`config.mk`:
```
export PLATFORM = sky130hd
export DESIGN_NAME = dbg_watch_unit
export DESIGN_NICKNAME = d
export VERILOG_FILES = /design/src/rtl/dbg_watch_unit.sv
export SDC_FILE = /design/constraint.sdc
export NUM_CORES = 1
export LEC_CHECK = 0
export ABC_AREA = 1
export BUFFER_PORTS_ARGS = -buffer_cell sky130_fd_sc_hd__buf_2
export CAP_MARGIN = 10
export CORE_MARGIN = 2
export CORE_UTILIZATION = 35
export CTS_CLUSTER_SIZE = 10
export DETAILED_ROUTE_END_ITERATION = 10
export PLACE_DENSITY_LB_ADDON = 0.12
export SLEW_MARGIN = 20
export SYNTH_ARGS = -nofsm -noshare
export SYNTH_HDL_FRONTEND = slang
export SYNTH_SLANG_ARGS = --single-unit
```
`constraint.sdc`:
```
create_clock -name clk -period 3.9 [get_ports clk]
set_clock_uncertainty 0.15 [all_clocks]
set_input_delay 0.78 -clock clk [delete_from_list [all_inputs] [get_ports clk]]
set_output_delay 0.78 -clock clk [all_outputs]
set_load 0.03 [all_outputs]
```
`src/rtl/dbg_watch_unit.sv`:
```
module dbg_watch_unit #(
  parameter int AW = 32,
  parameter int DW = 32,
  parameter int NSLOT = 4,
  parameter int CW = 8,
  localparam int SW = (NSLOT > 1) ? $clog2(NSLOT) : 1
) (
  input  logic             clk,
  input  logic             rst_n,
  input  logic             cfg_we,
  input  logic [SW-1:0]    cfg_slot,
  input  logic [2:0]       cfg_sel,
  input  logic [AW-1:0]    cfg_wdata,
  input  logic             acc_valid,
  input  logic [1:0]       acc_kind,
  input  logic [1:0]       acc_size,
  input  logic [AW-1:0]    acc_addr,
  input  logic [DW-1:0]    acc_data,
  input  logic             dbg_ack,
  output logic             halt_req,
  output logic             stop_now,
  output logic [NSLOT-1:0] hit_status
);
  localparam int CTLW = 9;

  logic [AW-1:0]   a_q [NSLOT];
  logic [AW-1:0]   m_q [NSLOT];
  logic [DW-1:0]   d_q [NSLOT];
  logic [CTLW-1:0] c_q [NSLOT];
  logic [CW-1:0]   r_q [NSLOT];
  logic [CW-1:0]   n_q [NSLOT];
  logic [NSLOT-1:0] raw, fire, hit_q;
  logic halt_q;
  logic [DW-1:0] lanes;

  assign lanes = (acc_size == 2'b00) ? DW'(8'hFF) :
                 (acc_size == 2'b01) ? DW'(16'hFFFF) : '1;

  for (genvar g = 0; g < NSLOT; g++) begin : slot
    logic kind_ok, data_eq, data_ok, exact, masked, in_rng, addr_raw, paired_off;
    logic [1:0] mode;

    assign mode    = c_q[g][4:3];
    assign kind_ok = acc_kind != 2'b11 &&
                     (c_q[g][2:1] == acc_kind ||
                      (c_q[g][2:1] == 2'b11 && acc_kind != 2'b00));
    assign data_eq = ((acc_data ^ d_q[g]) & lanes) == '0;
    assign data_ok = !c_q[g][6] || (data_eq ^ c_q[g][7]);
    assign exact   = acc_addr == a_q[g];
    assign masked  = ((acc_addr ^ a_q[g]) & ~m_q[g]) == '0;

    if (g % 2 == 0 && g + 1 < NSLOT) begin : g_rng
      assign in_rng = acc_addr >= a_q[g] && acc_addr <= a_q[g+1];
    end else begin : g_norng
      assign in_rng = exact;
    end

    if (g % 2 == 1) begin : g_odd
      assign paired_off = c_q[g-1][4:3] == 2'b10;
    end else begin : g_even
      assign paired_off = 1'b0;
    end

    assign addr_raw = (mode == 2'b01) ? masked : (mode == 2'b10) ? in_rng : exact;
    assign raw[g]   = acc_valid && c_q[g][0] && kind_ok && data_ok &&
                      (addr_raw ^ c_q[g][5]) && !paired_off;
    assign fire[g]  = raw[g] && n_q[g] <= CW'(1);

    always_ff @(posedge clk or negedge rst_n) begin
      if (!rst_n) begin
        a_q[g] <= '0;
        m_q[g] <= '0;
        d_q[g] <= '0;
        c_q[g] <= '0;
        r_q[g] <= '0;
        n_q[g] <= '0;
      end else begin
        if (raw[g])
          n_q[g] <= (n_q[g] <= CW'(1)) ? r_q[g] : n_q[g] - CW'(1);
        if (fire[g] && c_q[g][8])
          c_q[g][0] <= 1'b0;
        if (cfg_we && cfg_slot == SW'(g)) begin
          case (cfg_sel)
            3'd0: a_q[g] <= cfg_wdata;
            3'd1: m_q[g] <= cfg_wdata;
            3'd2: d_q[g] <= cfg_wdata[DW-1:0];
            3'd3: c_q[g] <= cfg_wdata[CTLW-1:0];
            3'd4: begin
              r_q[g] <= cfg_wdata[CW-1:0];
              n_q[g] <= cfg_wdata[CW-1:0];
            end
            default: ;
          endcase
        end
      end
    end
  end

  always_ff @(posedge clk or negedge rst_n) begin
    if (!rst_n) begin
      hit_q  <= '0;
      halt_q <= 1'b0;
    end else begin
      hit_q  <= (dbg_ack ? '0 : hit_q) | fire;
      halt_q <= (halt_q && !dbg_ack) || |fire;
    end
  end

  assign stop_now   = acc_kind == 2'b00 && |fire;
  assign halt_req   = halt_q;
  assign hit_status = hit_q;
endmodule


```
==> metrics.txt <==
status finished with violations; violated checks negative setup slack; total CTS buffers 59; via/cell ratio about 4.9; Critical Path Most Common Cell nand3_2; Worst Path Required roughly 3000 ps; Cells after Synth just over 3k; worst slack at placement -358.3 ps; Worst-Skew Late Latency between 600 and 700 ps; Final WS setup -78.90 ps; Core Rows just under 100; die height 272.9 um; Detail Placement HPWL ~54000 um; delay of the slowest critical-path stage ~360 ps; fin crit share 102.0%; Main synth FF type dfrtp_1; first-pass GRT wire length between 100000 and 150000 um; 1st-iter DRT viols roughly 1.4k; DR vias around 21k; DRC violations left 0; H-tree levels 2; CP Class flip-flop to output port; crit path DAT approximately 3100 ps; Final Wtd Congestion approximately 0.89; synthesized area per cell 8.327 sq um; Slew HR a little over two fifths; Slew @ Worst Pin around 860 ps; Layout area overhead 19.66%; Adder-Cell Fraction of Synth Area under 10%; vias in the first global route about 21k; slowest cell on the critical path dfrtp_1; FMAX between 0.2 and 0.3 GHz; Critical Path, Cell by Cell inv_1, ha_1, nand4_1, nor3b_4, buf_4, nand3_2, nand3_2, nand2_2, nor2_4, nand3_2, nand2_2, inv_2, nand3_2, nand2_4, inv_2, buf_6; P per Cell Area between 500 and 600 nW/um^2; met1 global-route usage approximately 29%; final hold violations 0; Starting Density approximately 35%; worst path bufs/invs 5; Hold Slack 262.6 ps; leakage 0.01431 uW; Mapped Nets between 3k and 4k; Core Box Area a little over 70000 sq um; yosys warns 0; Util after Layout 42.35%; CP endpoint kind output port; Synth top area share 48.37%; number of synthesized flops with an enable pin 0; most frequent cells after synthesis 761 x nand2_1, 509 x o21ai_0, 489 x dfrtp_1, 314 x inv_1, 151 x nor2_1; sequential area share after synthesis around half; fraction of registers with async set/reset 100.0%; final setup violation count 1; post-route ant nets 0; TritonCTS sink count 489; met2 Use GR between 30% and 40%; Synth Area in Compound Gates roughly 15%; Most Crowded Layer GR met2; min Tclk post-route between 3000 and 4000 ps; Startpoint Class flip-flop; routed length per placed instance about 18 um; GR Util met3 around 2.9%; setup TNS -78.90 ps; Synth Area in Simple Gates between 10% and 20%; initial antenna violation count 3; largest net degree at the start of global routing 86; main combinational cell family by area after synthesis simple AND/OR/NAND/NOR gates; CTS tree built; area leader, netlist dfrtp_1; Die Area ~74000 sq um; Area contributors post-synth dfrtp_1 48%, nand2_1 11%, o21ai_0 10%; gr ovfl total 0; Max-Cap Viols 0; # fillers about 7k; Slew Limit Fails 0; Synth Cell Area 25300 sq um; synth unique cells 53; Root Buffer clkbuf_16; XOR/XNOR Fraction of Synth Area ~4.2%; Tot GR Track Use between 20% and 30%; final net count between 3k and 4k; unrepaired setup endpoints after global routing true; port bufs approximately 120; count leader, synth nand2_1; worst vdd ir 0.3477 mV; total wire length around 77000 um; crit-path max FO 2; Worst Hold Class primary input to flip-flop; FF+latch count, synth between 400 and 500; clk buf depth 3; DRT Pass-1 Iters 5; layout cells sized above 1 between 10% and 20%; Worst-path clk slew 60 ps; Die W about 270 um; crit-path leading delay family simple AND/OR/NAND/NOR gates; mux cell area share after synthesis 0%; Ports approximately 120
## final cells by class
class | instances | area (sq um) | area share, %
clock inverters | 7 | 73.82 | 0.2439
inverters | 320 | 1206 | 3.984
well taps | 950 | 1189 | 3.926
flip-flops and latches | 489 | 12240 | 40.42
repair buffers | 273 | 1893 | 6.253
clock buffers | 84 | 1680 | 5.551
multi-input cells | 2082 | 11990 | 39.61
diodes | 1 | 2.502 | 0.008266
## per-stage QoR
stage          total power (uW)  std cells  area [sq um]
3_5_place_dp              10780       4099         27690
3_3_place_gp              10660       4099         27690
6_report                  16120       4206         30270
4_1_cts                   16110       4195         29620
5_1_grt                   17250       4205         30270
2_1_floorplan              9342       3038         25300
## worst reg2reg max path: stages (launching register included)
cell,delay [ps]
dfrtp_1,340
inv_1,70
ha_4,280
o22ai_1,100
nor3_2,270
buf_4,160
nand2_1,50
nor2_2,140
nand3_2,120
a21oi_4,220
nor2_4,60
buf_4,120
buf_4,130
nand2_4,130
inv_4,90
o21ai_0,200
o21ai_1,90
## registers in the layout, summed over array words and instances (netlist names)
signal      flops
d_q           128
n_q            32
r_q            32
m_q           128
halt_req        1
hit_status      4
a_q           128
c_q            36
## metal layers
layer / vias up / wire [um]
met1: 9861 / 35760
met4: 0 / 2183
li1: 10240 / -
met3: 99 / 3179
met5: - / 0
met2: 404 / 35900
## placed cells by master (no fill, tap or decap), types with 20 or more instances in the layout
cell	instances
nand2_1	723
o21ai_0	500
dfrtp_1	489
inv_1	309
buf_4	148
nor2_1	131
buf_2	113
ha_1	108
xnor2_1	107
a21oi_1	106
clkbuf_16	59
nand3_1	48
nand2_2	43
nor3_1	35
o22ai_1	31
nand4_1	29
ha_4	27
o21ai_1	24
or2_2	20
## cell families after synthesis
| kind of cell | after synthesis |
|---|---|
| compound gates | 719 |
| buf+inv | 467 |
| xor+xnor | 122 |
| simple gates | 1105 |
| flops | 489 |
| fa+ha+maj | 136 |
## power by group
| part | internal [uW] | leakage, uW | switching (uW) |
|---|---|---|---|
| registers | 6110 | 0.00624 | 635 |
| clock network | 3000 | 0.000858 | 2170 |
| logic | 1820 | 0.00722 | 2390 |
| total | 10900 | 0.0143 | 5190 |
## timing repair
action | 4_1_cts | 5_1_grt
hold endpoints to repair | 15 | 0
buffers inserted | 4 | 10
pin swaps | 12 | 47
hold buffers | 1 | 0
gates resized for setup | 31 | 109
setup endpoints to repair | 1 | 1
## final timing paths
| check | endpoint | slack, ps | cells past startpoint | from |
|---|---|---|---|---|
| max in group asynchronous | m_q[13]$_DFFE_PN0P_ | 2090 | 3 | rst_n |
| min in group asynchronous | d_q[31]$_DFFE_PN0P_ | 590 | 2 | rst_n |
| setup reg to reg | n_q[1]$_DFF_PN0_ | 1080 | 16 | a_q[8]$_DFFE_PN0P_ |
| hold / removal | c_q[35]$_DFFE_PN0P_ | 260 | 3 | cfg_wdata[8] |
| hold reg to reg | r_q[24]$_DFFE_PN0P_ | 320 | 2 | r_q[24]$_DFFE_PN0P_ |
| setup / recovery | stop_now | -80 | 16 | a_q[80]$_DFFE_PN0P_ |
No activity file was read; power rests on OpenSTA's default activity.
